===== src/rtl/miss_tracker_pkg.sv =====
package miss_tracker_pkg;

  localparam logic [3:0] K_LOAD    = 4'd0;
  localparam logic [3:0] K_IFETCH  = 4'd1;
  localparam logic [3:0] K_STORE   = 4'd2;
  localparam logic [3:0] K_RMW_RD  = 4'd3;
  localparam logic [3:0] K_RMW_WR  = 4'd4;
  localparam logic [3:0] K_LRMW_RD = 4'd5;
  localparam logic [3:0] K_LRMW_WR = 4'd6;
  localparam logic [3:0] K_LINKED  = 4'd7;
  localparam logic [3:0] K_COND    = 4'd8;

  localparam logic [1:0] C_IFETCH = 2'd0;
  localparam logic [1:0] C_LD     = 2'd1;
  localparam logic [1:0] C_ST     = 2'd2;
  localparam logic [1:0] C_ATOMIC = 2'd3;

  localparam logic [1:0] M_USER   = 2'd0;
  localparam logic [1:0] M_SUPER  = 2'd1;
  localparam logic [1:0] M_DEVICE = 2'd2;

  localparam logic [1:0] S_NONE   = 2'd0;
  localparam logic [1:0] S_ISSUED = 2'd1;
  localparam logic [1:0] S_ALIAS  = 2'd2;
  localparam logic [1:0] S_FULL   = 2'd3;

  // Kinds that own the write table
  function automatic logic uses_wr_table(input logic [3:0] k);
    return !(k == K_LOAD || k == K_IFETCH);
  endfunction

  function automatic logic [1:0] coh_class(input logic [3:0] k);
    logic [1:0] c;
    case (k)
      K_IFETCH:                  c = C_IFETCH;
      K_LOAD:                    c = C_LD;
      K_LINKED, K_COND:          c = C_ATOMIC;
      default:                   c = C_ST;
    endcase
    return c;
  endfunction

  function automatic logic [1:0] norm_mode(input logic [1:0] m);
    return (m == M_DEVICE) ? M_USER : m;
  endfunction

  // Stall class against a pending write-table entry
  function automatic logic read_like(input logic [3:0] k);
    return (k == K_LOAD || k == K_IFETCH || k == K_RMW_RD);
  endfunction

  // Stall class against a pending read-table entry
  function automatic logic store_like(input logic [3:0] k);
    return (k == K_STORE || k == K_RMW_WR);
  endfunction

endpackage


===== src/rtl/tracker_cam.sv =====
module tracker_cam #(
  parameter int DEPTH  = 4,
  parameter int LINE_W = 32,
  parameter int TIME_W = 16,
  localparam int IDX_W = (DEPTH > 1) ? $clog2(DEPTH) : 1,
  localparam int OCC_W = $clog2(DEPTH + 1)
) (
  input  logic              clk,
  input  logic              rst_n,
  input  logic [LINE_W-1:0] look_line,
  output logic              look_hit,
  output logic              has_room,
  input  logic              ins_en,
  input  logic [TIME_W-1:0] ins_time,
  input  logic              fre_en,
  input  logic [LINE_W-1:0] fre_line,
  output logic              fre_hit,
  output logic [TIME_W-1:0] fre_time,
  input  logic [IDX_W-1:0]  scan_idx,
  output logic              scan_vld,
  output logic [TIME_W-1:0] scan_time,
  output logic [OCC_W-1:0]  occupancy
);

  logic [DEPTH-1:0]  vld_q;
  logic [LINE_W-1:0] line_q [DEPTH];
  logic [TIME_W-1:0] time_q [DEPTH];
  logic [DEPTH-1:0]  look_m, fre_m, slot_sel;

  genvar g;
  generate
    for (g = 0; g < DEPTH; g++) begin : g_match
      assign look_m[g] = vld_q[g] && (line_q[g] == look_line);
      assign fre_m[g]  = vld_q[g] && (line_q[g] == fre_line);
    end
  endgenerate

  assign look_hit = |look_m;
  assign fre_hit  = fre_en && (|fre_m);
  assign has_room = !(&vld_q);
  assign occupancy = OCC_W'($countones(vld_q));

  // Lowest free slot
  always_comb begin
    slot_sel = '0;
    for (int i = DEPTH - 1; i >= 0; i--) begin
      if (!vld_q[i]) slot_sel = DEPTH'(1) << i;
    end
  end

  always_comb begin
    fre_time = '0;
    for (int i = 0; i < DEPTH; i++) begin
      if (fre_m[i]) fre_time = fre_time | time_q[i];
    end
  end

  always_comb begin
    scan_vld  = 1'b0;
    scan_time = '0;
    for (int i = 0; i < DEPTH; i++) begin
      if (scan_idx == IDX_W'(i)) begin
        scan_vld  = vld_q[i];
        scan_time = time_q[i];
      end
    end
  end

  always_ff @(posedge clk) begin
    if (!rst_n) begin
      vld_q <= '0;
    end else begin
      for (int i = 0; i < DEPTH; i++) begin
        if (fre_en && fre_m[i]) begin
          vld_q[i] <= 1'b0;
        end else if (ins_en && slot_sel[i]) begin
          vld_q[i] <= 1'b1;
        end
      end
    end
  end

  always_ff @(posedge clk) begin
    for (int i = 0; i < DEPTH; i++) begin
      if (ins_en && slot_sel[i]) begin
        line_q[i] <= look_line;
        time_q[i] <= ins_time;
      end
    end
  end

  AST_NO_DUP_INSERT: assert property (@(posedge clk) disable iff (!rst_n)
    ins_en |-> (!look_hit && has_room));

  AST_ONE_MATCH: assert property (@(posedge clk) disable iff (!rst_n)
    $onehot0(look_m));

endmodule


===== src/rtl/age_watchdog.sv =====
module age_watchdog #(
  parameter int RD_N      = 4,
  parameter int WR_N      = 4,
  parameter int TIME_W    = 16,
  parameter int DL_THRESH = 200,
  localparam int TOT   = RD_N + WR_N,
  localparam int PTR_W = $clog2(TOT),
  localparam int RI_W  = (RD_N > 1) ? $clog2(RD_N) : 1,
  localparam int WI_W  = (WR_N > 1) ? $clog2(WR_N) : 1
) (
  input  logic              clk,
  input  logic              rst_n,
  input  logic [TIME_W-1:0] now,
  output logic [RI_W-1:0]   rd_idx,
  output logic [WI_W-1:0]   wr_idx,
  input  logic              rd_vld,
  input  logic [TIME_W-1:0] rd_time,
  input  logic              wr_vld,
  input  logic [TIME_W-1:0] wr_time,
  output logic              deadlock
);

  logic [PTR_W-1:0]  ptr_q;
  logic [PTR_W-1:0]  wr_off;
  logic              in_rd;
  logic              sel_vld;
  logic [TIME_W-1:0] sel_time;
  logic              too_old;

  function automatic logic [TIME_W-1:0] age_of(input logic [TIME_W-1:0] t_now,
                                               input logic [TIME_W-1:0] t_iss);
    return t_now - t_iss;
  endfunction

  assign in_rd    = (ptr_q < PTR_W'(RD_N));
  assign wr_off   = ptr_q - PTR_W'(RD_N);
  assign rd_idx   = RI_W'(ptr_q);
  assign wr_idx   = WI_W'(wr_off);
  assign sel_vld  = in_rd ? rd_vld : wr_vld;
  assign sel_time = in_rd ? rd_time : wr_time;
  assign too_old  = sel_vld && (age_of(now, sel_time) >= TIME_W'(DL_THRESH));

  always_ff @(posedge clk) begin
    if (!rst_n) begin
      ptr_q    <= '0;
      deadlock <= 1'b0;
    end else begin
      ptr_q <= (ptr_q == PTR_W'(TOT - 1)) ? '0 : ptr_q + 1'b1;
      if (too_old) deadlock <= 1'b1;
    end
  end

  AST_DEADLOCK_STICKY: assert property (@(posedge clk) disable iff (!rst_n)
    deadlock |=> deadlock);

  AST_DEADLOCK_CAUSE: assert property (@(posedge clk) disable iff (!rst_n)
    $rose(deadlock) |-> $past(too_old));

endmodule


===== src/rtl/miss_tracker.sv =====
module miss_tracker
  import miss_tracker_pkg::*;
#(
  parameter int ADDR_W     = 32,
  parameter int LINE_BYTES = 64,
  parameter int RD_ENTRIES = 4,
  parameter int WR_ENTRIES = 4,
  parameter int MAX_OUT    = 6,
  parameter int TIME_W     = 16,
  parameter int CNT_W      = 16,
  parameter int DL_THRESH  = 200
) (
  input  logic                                         clk,
  input  logic                                         rst_n,
  input  logic                                         req_valid,
  input  logic [3:0]                                   req_kind,
  input  logic [1:0]                                   req_mode,
  input  logic [ADDR_W-1:0]                            req_addr,
  input  logic [$clog2(LINE_BYTES):0]                  req_len,
  output logic [1:0]                                   req_status,
  output logic                                         iss_valid,
  output logic [1:0]                                   iss_class,
  output logic [1:0]                                   iss_mode,
  output logic [ADDR_W-1:0]                            iss_line,
  input  logic                                         rd_cb_valid,
  input  logic [ADDR_W-1:0]                            rd_cb_addr,
  input  logic                                         wr_cb_valid,
  input  logic [ADDR_W-1:0]                            wr_cb_addr,
  output logic                                         rd_lat_valid,
  output logic [TIME_W-1:0]                            rd_lat,
  output logic                                         wr_lat_valid,
  output logic [TIME_W-1:0]                            wr_lat,
  output logic [$clog2(RD_ENTRIES+WR_ENTRIES+1)-1:0]   outstanding,
  output logic [CNT_W-1:0]                             st_wait_ld,
  output logic [CNT_W-1:0]                             st_wait_st,
  output logic [CNT_W-1:0]                             ld_wait_st,
  output logic [CNT_W-1:0]                             ld_wait_ld,
  output logic                                         deadlock,
  output logic                                         orphan_err
);

  localparam int OFF_W  = $clog2(LINE_BYTES);
  localparam int OUT_W  = $clog2(RD_ENTRIES + WR_ENTRIES + 1);
  localparam int RI_W   = (RD_ENTRIES > 1) ? $clog2(RD_ENTRIES) : 1;
  localparam int WI_W   = (WR_ENTRIES > 1) ? $clog2(WR_ENTRIES) : 1;
  localparam int RO_W   = $clog2(RD_ENTRIES + 1);
  localparam int WO_W   = $clog2(WR_ENTRIES + 1);
  localparam logic [ADDR_W-1:0] OFF_MASK = ADDR_W'(LINE_BYTES - 1);

  function automatic logic [ADDR_W-1:0] line_of(input logic [ADDR_W-1:0] a);
    return a & ~OFF_MASK;
  endfunction

  function automatic logic [TIME_W-1:0] span(input logic [TIME_W-1:0] t_now,
                                             input logic [TIME_W-1:0] t_iss);
    return t_now - t_iss;
  endfunction

  // Free-running time base
  logic [TIME_W-1:0] now_q;
  always_ff @(posedge clk) begin
    if (!rst_n) now_q <= '0;
    else        now_q <= now_q + 1'b1;
  end

  logic [ADDR_W-1:0] req_line, rd_cb_line, wr_cb_line;
  assign req_line   = line_of(req_addr);
  assign rd_cb_line = line_of(rd_cb_addr);
  assign wr_cb_line = line_of(wr_cb_addr);

  logic              to_wr;
  logic              rd_hit, wr_hit, rd_room, wr_room;
  logic              rd_ins, wr_ins, accept;
  logic              rd_fre_hit, wr_fre_hit;
  logic [TIME_W-1:0] rd_fre_time, wr_fre_time;
  logic [RI_W-1:0]   rd_scan_idx;
  logic [WI_W-1:0]   wr_scan_idx;
  logic              rd_scan_vld, wr_scan_vld;
  logic [TIME_W-1:0] rd_scan_time, wr_scan_time;
  logic [RO_W-1:0]   rd_occ;
  logic [WO_W-1:0]   wr_occ;
  logic              alias_wr_ev, alias_rd_ev, full_ev;

  assign to_wr = uses_wr_table(req_kind);

  // Status decision: write-table alias has priority over read-table alias
  always_comb begin
    alias_wr_ev = 1'b0;
    alias_rd_ev = 1'b0;
    full_ev     = 1'b0;
    req_status  = S_NONE;
    if (req_valid) begin
      if (wr_hit) begin
        alias_wr_ev = 1'b1;
        req_status  = S_ALIAS;
      end else if (rd_hit) begin
        alias_rd_ev = 1'b1;
        req_status  = S_ALIAS;
      end else if (outstanding >= OUT_W'(MAX_OUT) || !(to_wr ? wr_room : rd_room)) begin
        full_ev    = 1'b1;
        req_status = S_FULL;
      end else begin
        req_status = S_ISSUED;
      end
    end
  end

  assign accept = (req_status == S_ISSUED);
  assign rd_ins = accept && !to_wr;
  assign wr_ins = accept && to_wr;

  tracker_cam #(.DEPTH(RD_ENTRIES), .LINE_W(ADDR_W), .TIME_W(TIME_W)) rd_tab_i (
    .clk(clk), .rst_n(rst_n),
    .look_line(req_line), .look_hit(rd_hit), .has_room(rd_room),
    .ins_en(rd_ins), .ins_time(now_q),
    .fre_en(rd_cb_valid), .fre_line(rd_cb_line),
    .fre_hit(rd_fre_hit), .fre_time(rd_fre_time),
    .scan_idx(rd_scan_idx), .scan_vld(rd_scan_vld), .scan_time(rd_scan_time),
    .occupancy(rd_occ)
  );

  tracker_cam #(.DEPTH(WR_ENTRIES), .LINE_W(ADDR_W), .TIME_W(TIME_W)) wr_tab_i (
    .clk(clk), .rst_n(rst_n),
    .look_line(req_line), .look_hit(wr_hit), .has_room(wr_room),
    .ins_en(wr_ins), .ins_time(now_q),
    .fre_en(wr_cb_valid), .fre_line(wr_cb_line),
    .fre_hit(wr_fre_hit), .fre_time(wr_fre_time),
    .scan_idx(wr_scan_idx), .scan_vld(wr_scan_vld), .scan_time(wr_scan_time),
    .occupancy(wr_occ)
  );

  age_watchdog #(.RD_N(RD_ENTRIES), .WR_N(WR_ENTRIES), .TIME_W(TIME_W),
                 .DL_THRESH(DL_THRESH)) wdog_i (
    .clk(clk), .rst_n(rst_n), .now(now_q),
    .rd_idx(rd_scan_idx), .wr_idx(wr_scan_idx),
    .rd_vld(rd_scan_vld), .rd_time(rd_scan_time),
    .wr_vld(wr_scan_vld), .wr_time(wr_scan_time),
    .deadlock(deadlock)
  );

  // Outstanding count
  always_ff @(posedge clk) begin
    if (!rst_n) begin
      outstanding <= '0;
    end else begin
      outstanding <= outstanding + OUT_W'(accept) - OUT_W'(rd_fre_hit) - OUT_W'(wr_fre_hit);
    end
  end

  // Stall-class counters
  always_ff @(posedge clk) begin
    if (!rst_n) begin
      st_wait_ld <= '0;
      st_wait_st <= '0;
      ld_wait_st <= '0;
      ld_wait_ld <= '0;
    end else begin
      if (alias_wr_ev &&  read_like(req_kind))  st_wait_ld <= st_wait_ld + 1'b1;
      if (alias_wr_ev && !read_like(req_kind))  st_wait_st <= st_wait_st + 1'b1;
      if (alias_rd_ev &&  store_like(req_kind)) ld_wait_st <= ld_wait_st + 1'b1;
      if (alias_rd_ev && !store_like(req_kind)) ld_wait_ld <= ld_wait_ld + 1'b1;
    end
  end

  // Issue port
  always_ff @(posedge clk) begin
    if (!rst_n) begin
      iss_valid <= 1'b0;
      iss_class <= C_IFETCH;
      iss_mode  <= M_USER;
      iss_line  <= '0;
    end else begin
      iss_valid <= accept;
      if (accept) begin
        iss_class <= coh_class(req_kind);
        iss_mode  <= norm_mode(req_mode);
        iss_line  <= req_line;
      end
    end
  end

  // Completion reporting
  logic [TIME_W-1:0] rd_span, wr_span;
  assign rd_span = span(now_q, rd_fre_time);
  assign wr_span = span(now_q, wr_fre_time);

  always_ff @(posedge clk) begin
    if (!rst_n) begin
      rd_lat_valid <= 1'b0;
      wr_lat_valid <= 1'b0;
      rd_lat       <= '0;
      wr_lat       <= '0;
      orphan_err   <= 1'b0;
    end else begin
      rd_lat_valid <= rd_fre_hit && (rd_span != '0);
      wr_lat_valid <= wr_fre_hit && (wr_span != '0);
      if (rd_fre_hit) rd_lat <= rd_span;
      if (wr_fre_hit) wr_lat <= wr_span;
      if ((rd_cb_valid && !rd_fre_hit) || (wr_cb_valid && !wr_fre_hit)) orphan_err <= 1'b1;
    end
  end

  AST_IN_LINE: assert property (@(posedge clk) disable iff (!rst_n)
    req_valid |-> ({1'b0, req_addr[OFF_W-1:0]} + req_len) <= (OFF_W+1)'(LINE_BYTES));

  AST_COUNT_SUM: assert property (@(posedge clk) disable iff (!rst_n)
    outstanding == (OUT_W'(rd_occ) + OUT_W'(wr_occ)));

  AST_NO_ACCEPT_FULL: assert property (@(posedge clk) disable iff (!rst_n)
    accept |-> (outstanding < OUT_W'(MAX_OUT)));

  AST_ISSUE_FOLLOWS: assert property (@(posedge clk) disable iff (!rst_n)
    accept |=> iss_valid);

  AST_ISSUE_NEEDS_ACCEPT: assert property (@(posedge clk) disable iff (!rst_n)
    iss_valid |-> $past(accept));

  AST_LAT_NONZERO: assert property (@(posedge clk) disable iff (!rst_n)
    rd_lat_valid |-> (rd_lat != '0));

  AST_ORPHAN_STICKY: assert property (@(posedge clk) disable iff (!rst_n)
    orphan_err |=> orphan_err);

  AST_ALIAS_NO_COUNT: assert property (@(posedge clk) disable iff (!rst_n)
    (req_status == S_ALIAS) |=> $stable(outstanding) || $past(rd_fre_hit || wr_fre_hit));

endmodule


===== config.mk =====
export PLATFORM = sky130hd
export DESIGN_NAME = miss_tracker
export DESIGN_NICKNAME = d
export VERILOG_FILES = /design/src/rtl/miss_tracker_pkg.sv /design/src/rtl/tracker_cam.sv /design/src/rtl/age_watchdog.sv /design/src/rtl/miss_tracker.sv
export SDC_FILE = /design/constraint.sdc
export NUM_CORES = 1
export LEC_CHECK = 0
export BUFFER_PORTS_ARGS = -buffer_cell sky130_fd_sc_hd__buf_4
export CORE_ASPECT_RATIO = 0.9
export CORE_MARGIN = 1.5
export CORE_UTILIZATION = 50
export CTS_CLUSTER_DIAMETER = 30
export DETAILED_ROUTE_END_ITERATION = 7
export GPL_TIMING_DRIVEN = 0
export PLACE_DENSITY = 0.67
export SYNTH_ARGS = -nofsm -noshare
export SYNTH_HDL_FRONTEND = slang
export SYNTH_SLANG_ARGS = --single-unit

===== constraint.sdc =====
create_clock -name clk -period 13.34 [get_ports clk]
set_input_delay 0.667 -clock clk [delete_from_list [all_inputs] [get_ports clk]]
set_output_delay 0.667 -clock clk [all_outputs]
set_load 0.05 [all_outputs]

# After elaboration in Yosys (flattened, before gate mapping)
# Memory sizes are Yosys's and may differ from the RTL's.
# Index checks and enable logic that the tools add are counted.
totals:
  ff_bits: 162
  ramBits: 336
  input_bits: 114
  output_inout_bits: 143
  elab_cells: 272
  n_memories: 4
mem_list:
  columns: ["memory", "depth", "width", "read_ports", "rd_clocked_by_memory_dff", "wr", "line", "text"]
  rows:
  - ["rd_tab_i.line_q", 4, 26, 4, 0, 1, "tracker_cam.sv:26", "logic [LINE_W-1:0] line_q [DEPTH];"]
  - ["wr_tab_i.line_q", 4, 26, 4, 0, 1, "tracker_cam.sv:26", null]
  - ["rd_tab_i.time_q", 4, 16, 4, 0, 1, "tracker_cam.sv:27", "logic [TIME_W-1:0] time_q [DEPTH];"]
  - ["wr_tab_i.time_q", 4, 16, 4, 0, 1, "tracker_cam.sv:27", null]
classes:
  n_addsub: 13
  magnitude_cmp: 3
  n_eq_ne: 31
  mux: 98
  bitwise: 7
  n_reduce_logical: 91
op_table:
  columns: ["cell", "n"]
  rows:
  - ["== test 32 bit", 16]
  - ["two-way mux 16 bit", 23]
  - ["two-way mux 26 bit", 6]
  - ["OR reduction 26 bit", 6]
  - ["bitwise OR 16 bit", 6]
  - ["OR reduction 16 bit", 6]
  - ["adder 16 x 1 -> 16 bit, second input constant", 5]
  - ["subtractor 16 bit", 3]
  - ["logical AND 1 bit", 45]
  - ["two-way mux 1 bit", 43]
  - ["two-way mux 2 bit", 17]
  - ["two-way mux 4 bit", 8]
  - ["nonzero test 16 bit", 2]
  - ["OR reduction 2 bit", 10]
  - [">= comparator 16 x 8 -> 1 bit, second input constant", 1]
  - ["OR reduction 4 bit", 4]
  - ["== test 2 bit, second input constant", 5]
  - ["== test 4 x 2 -> 1 bit, second input constant", 2]
  - ["== test 4 x 3 -> 1 bit, second input constant", 2]
  - ["logical NOT 1 bit", 8]
  - ["AND reduction 4 bit", 2]
  - ["subtractor 4 x 1 -> 4 bit", 2]
  - ["== test 2 x 1 -> 1 bit, second input constant", 3]
  - ["case mux 2 bit (3 select lines)", 1]
  - ["other kinds (12)", 17]

# Logic depth before layout (Yosys ltp)
logic_depth:
  word_depth: 18
  mapped_depth: 20
  ltp_nobuf: 17

# Modules after synthesis
# A second synthesis with hierarchy kept.
unflattened:
  cells_unflattened: 2527
  area_unflattened_um2: 29747.3
modules_own_cells:
  columns: ["mod", "instances", "cells_each", "area_per_inst_um2", "seq_area_each_um2"]
  rows:
  - ["tracker_cam (wr_tab_i)", 1, 709, 10407.5, 5845.6]
  - ["tracker_cam (rd_tab_i)", 1, 711, 10339.9, 5845.6]
  - ["miss_tracker", 1, 951, 7780.0, 3002.9]
  - ["age_watchdog", 1, 156, 1219.9, 80.1]

# Worst setup path after synthesis
# No wires, ideal clock.
synth_timing:
  path_kind: "in2reg"
  start: "input req_addr[17]"
  end: "memory rd_tab_i.line_q[3][0] (netlist bit) (enable)"
  setup_ns: 0.565
  t_arrival_ns: 6.357
  required_ns: 12.775
  path_slack_ns: 6.418
  path_stages: 8
  n_path_buf: 1
  cell_sequence: "buf_2 xnor2_1 nand4_1 nor3_1 a22o_1 or2_2 nor3_1 nor4b_1"
synth_between:
  elab_chain_cells: 15
  word_cells_on_any_way: 44
  classes_between: "eq/ne (9); mux (17); reduce/logical (18)"
synth_rtl:
  columns: ["item", "line", "text"]
  rows:
  - ["from (decl)", "miss_tracker.sv:18", "input logic [ADDR_W-1:0] req_addr,"]
  - ["== test 32 bit", "tracker_cam.sv:33", "assign look_m[g] = vld_q[g] && (line_q[g] == look_line);"]
  - ["logical AND 1 bit", "tracker_cam.sv:33", null]
  - ["OR reduction 4 bit", "tracker_cam.sv:38", "assign look_hit = |look_m;"]
  - ["two-way mux 2 bit", "miss_tracker.sv:96", "end else if (rd_hit) begin"]
  - ["two-way mux 2 bit (*)", "miss_tracker.sv:93", "if (wr_hit) begin"]
  - ["two-way mux 2 bit (*)", "miss_tracker.sv:92", "if (req_valid) begin"]
  - ["== test 2 x 1 -> 1 bit (*)", "miss_tracker.sv:108", "assign accept = (req_status == S_ISSUED);"]
  - ["logical AND 1 bit (*)", "miss_tracker.sv:109", "assign rd_ins = accept && !to_wr;"]
  - ["logical AND 1 bit", "tracker_cam.sv:85", "if (ins_en && slot_sel[i]) begin"]
  - ["two-way mux 1 bit", "tracker_cam.sv:85", null]
  - ["two-way mux 1 bit (not written as such)", "tracker_cam.sv:86", "line_q[i] <= look_line;"]
  - ["OR reduction 26 bit (no source line)", null, null]
  - ["two-way mux 2 bit (no source line) or two-way mux 1 bit (tied branches) (3 in series)", null, null]
  - ["to (decl)", "tracker_cam.sv:26", null]
# Mark *: on every way between the ends. The rest lies on a longest branch, timed or not.

==> out/results.ini <==
[drt]
wl_mm=105
via_per_inst=6.29
avgRoutedWirePerCell_um=28.9
wl_met2_mm=44.4
vias=22800
m1WireLength_mm=41.9
dr.pass1.iters=6
ant_nets=0
maxUsedRoutingLayer=met5
drc=0
drt_iter0_drc=3223
dr_wl_met3_mm=14.1

[setup_path]
cp_data_arrival_time_ps=6530
cp_max_fo=10
cp_num_buf_inv=2
max_stage_delay_ps=770
r2r_slack_ps=7330
worstPathRequired_ps=13860
endpoint_kind=flip-flop
crit_chain=xor2_1, nor4_1, and4_1, clkbuf_1, clkbuf_1, a22oi_1, nand2_1, ha_1, fa_1, nor2b_1, o31a_1, o31ai_1, o21bai_1, o31a_1, xor2_1, nor4_1, a41oi_1
path_class=reg2reg
cp-start-kind=flip-flop
path_delay_family=simple AND/OR/NAND/NOR gates
cpMaxStageDelayCell=nor4_1

[grt]
grt_max_degree=28
grt_pass1_wl_mm=148
antenna_found_initial=7
grt_pass1_vias=21900
grt-ovfl-total=0
grt_usage=0.375

[clocking]
cts_tree=yes
cts_sinks=498
clockBufferDepth=3
ctsHtreeMaxLevel=3
cts_resized=0
holdBufCountCts=0
clock_latency_ps=670
cts_setup_buffers=0
cts_made_buffers=115
cts_root_buffer=clkbuf_16
path_clk_slew_ps=50

[layout]
fillers=4207
drive_gt1_frac=0.186
seqCellArea_mm2=0.0133
multi_input_area_mm2=0.0129
syn_to_final_growth_pct=25.4
nNetsFinal=3004

[synthesis]
postSynthCellCount=2471
synth_area_leaders=edfxtp_1, dfxtp_1, xnor2_1, xor2_1, nand4_1
syn-mean-instance-area_um2=10.9
synth_top_cell_by_area=edfxtp_1
ys_types=76
post-synth-top-area-fraction=0.375
seq_area_frac_synth=0.495
synth_area_mm2=0.0269
ys_warn_count=0
synth_edf_count=336
ys_ff_latch=498
async_flop_share=0
synthFlopType=edfxtp_1

[power]
combPwrFrac=0.099
leakagePower_nw=12.1
powerDensity_mw_per_mm2=152
power_frac_clock=0.570
seqPwrFrac=0.331
power.switching_mw=1.29
irDropWorstVdd_v=0.000134
switching_share=0.252
p_int_mw=3.84

[place]
place_hpwl_mm=74.9
portBuffers=207
finalWeightedCongestion=0.961

[min_path]
hold_class=in2reg

[floorplanning]
ios=257
initial_core_util=0.507
die_x_um=248
coreArea_mm2=0.0531
die_y_um=223
rows=80
dieArea_mm2=0.0552

[sta]
finalHoldViolCount=0
fin_crit_ps=6010
report.final.setup_viol=0
finalClockSkew_ps=21.7
whs_ps=256
rsz0062_at_grt=false
final_max_slew_viol_count=0
slew_headroom=0.144
worst_pin_slew_ps=1270
fin_setup_tns_ps=0
finalCritPeriodShare=0.451
max_freq_mhz=166

[run_status]
status=finished clean

[job]
maxCapViolCount=0

[worst register-to-register path, delay by kind of cell, from the launching register on]
kind / cells / cell delay [ps]
AOI/OAI and AO/OA: 6 / 1540
xor gates and xnor gates: 2 / 320
adders and majority gates: 2 / 420
buffers and inverters: 2 / 1470
DFF: 1 / 410
and+or+nand+nor: 5 / 1710
[synth_stat cells (43+ instances only)]
cell / n
ha_1: 59
nand4_1: 154
a21oi_1: 69
dfxtp_1: 162
xnor2_1: 354
nor2_1: 140
clkbuf_1: 67
nor3_1: 43
mux2i_1: 72
inv_1: 43
edfxtp_1: 336
o21ai_0: 89
nand3_1: 57
nor4_1: 65
nand2_1: 232
xor2_1: 123
[state kept, by name, indices dropped and copies added, names as in the netlist, 2 cells and up]
register	count
rd_tab_i.time_q	64
wr_tab_i.line_q	104
outstanding	4
ld_wait_st	16
iss_line	26
ld_wait_ld	16
iss_class	2
wr_tab_i.vld_q	4
rd_tab_i.vld_q	4
st_wait_st	16
st_wait_ld	16
rd_tab_i.line_q	104
wr_tab_i.time_q	64
wr_lat	16
rd_lat	16
now_q	16
wdog_i.ptr_q	3
iss_mode	2
[power groups by stage]
stage,registers [mW],logic [mW],clock network (mW)
after floorplan,1.75,0.275,0
after global placement,1.73,0.483,0
after detailed placement,1.73,0.493,0
after CTS,1.70,0.496,2.93
after global routing,1.70,0.533,3.01
final,1.70,0.511,2.93
[cell families (layout without fill, tap and decap cells)]
kind of cell / Yosys count / after routing / synth area share
DFF: 498 / 498 / 0.495
muxes: 89 / 89 / 0.0410
other: 1 / 7 / 0.000139
xor gates and xnor gates: 479 / 479 / 0.156
AOI/OAI and AO/OA: 325 / 325 / 0.0833
adders and majority gates: 64 / 64 / 0.0311
and+or+nand+nor: 841 / 841 / 0.163
buffers and inverters: 174 / 625 / 0.0295
[path summary, 6_finish.rpt]
path,endpoint,from,cells after the start
worst max-delay path,rd_lat_valid,rd_tab_i.line_q[3][5],17
worst min-delay path,rd_tab_i.vld_q[1],rd_cb_valid,2
worst max register to register,rd_lat_valid,rd_tab_i.line_q[3][5],17
worst min register to register,wr_lat[6],wr_lat[6],2
[through the flow]
stage,instance area [um2],utilization,power [mW],std cells,setup slack (ps)
final,33700,0.636,5.14,3625,7330
after global routing,33700,0.636,5.25,3624,7330
after CTS,33700,0.636,5.12,3624,7670
after detailed placement,29700,0.559,2.22,3406,7270
after global placement,29400,0.553,2.21,3380,995
after floorplan,26900,-,2.02,2476,6420
[final cells by class]
| type | instances | area share |
|---|---|---|
| clock inverter | 73 | 0.0255 |
| buffer | 129 | 0.0185 |
| inverter | 45 | 0.00508 |
| multi-input combinational | 1804 | 0.381 |
| tap | 697 | 0.0258 |
| clock buffer | 145 | 0.0950 |
| timing repair buffer | 233 | 0.0539 |
| antenna | 1 | 0.0000741 |
| sequential | 498 | 0.395 |
[placed cells by master, fill, tap and decap left out, types with 37 or more instances in the layout]
master / instances
xnor2_1: 354
edfxtp_1: 336
buf_4: 235
nand2_1: 232
dfxtp_1: 162
nand4_1: 154
nor2_1: 138
xor2_1: 123
clkbuf_16: 120
o21ai_0: 89
clkbuf_1: 81
mux2i_1: 72
a21oi_1: 69
nor4_1: 63
ha_1: 59
nand3_1: 57
inv_1: 43
nor3_1: 42
buf_2: 37
[per-layer routing]
metal,track usage,vias up
met1,0.525,11100
li1,-,9843
met5,0,-
met4,0.142,4
met3,0.117,273
met2,0.542,1587
No activity file was read; power rests on OpenSTA's default activity.
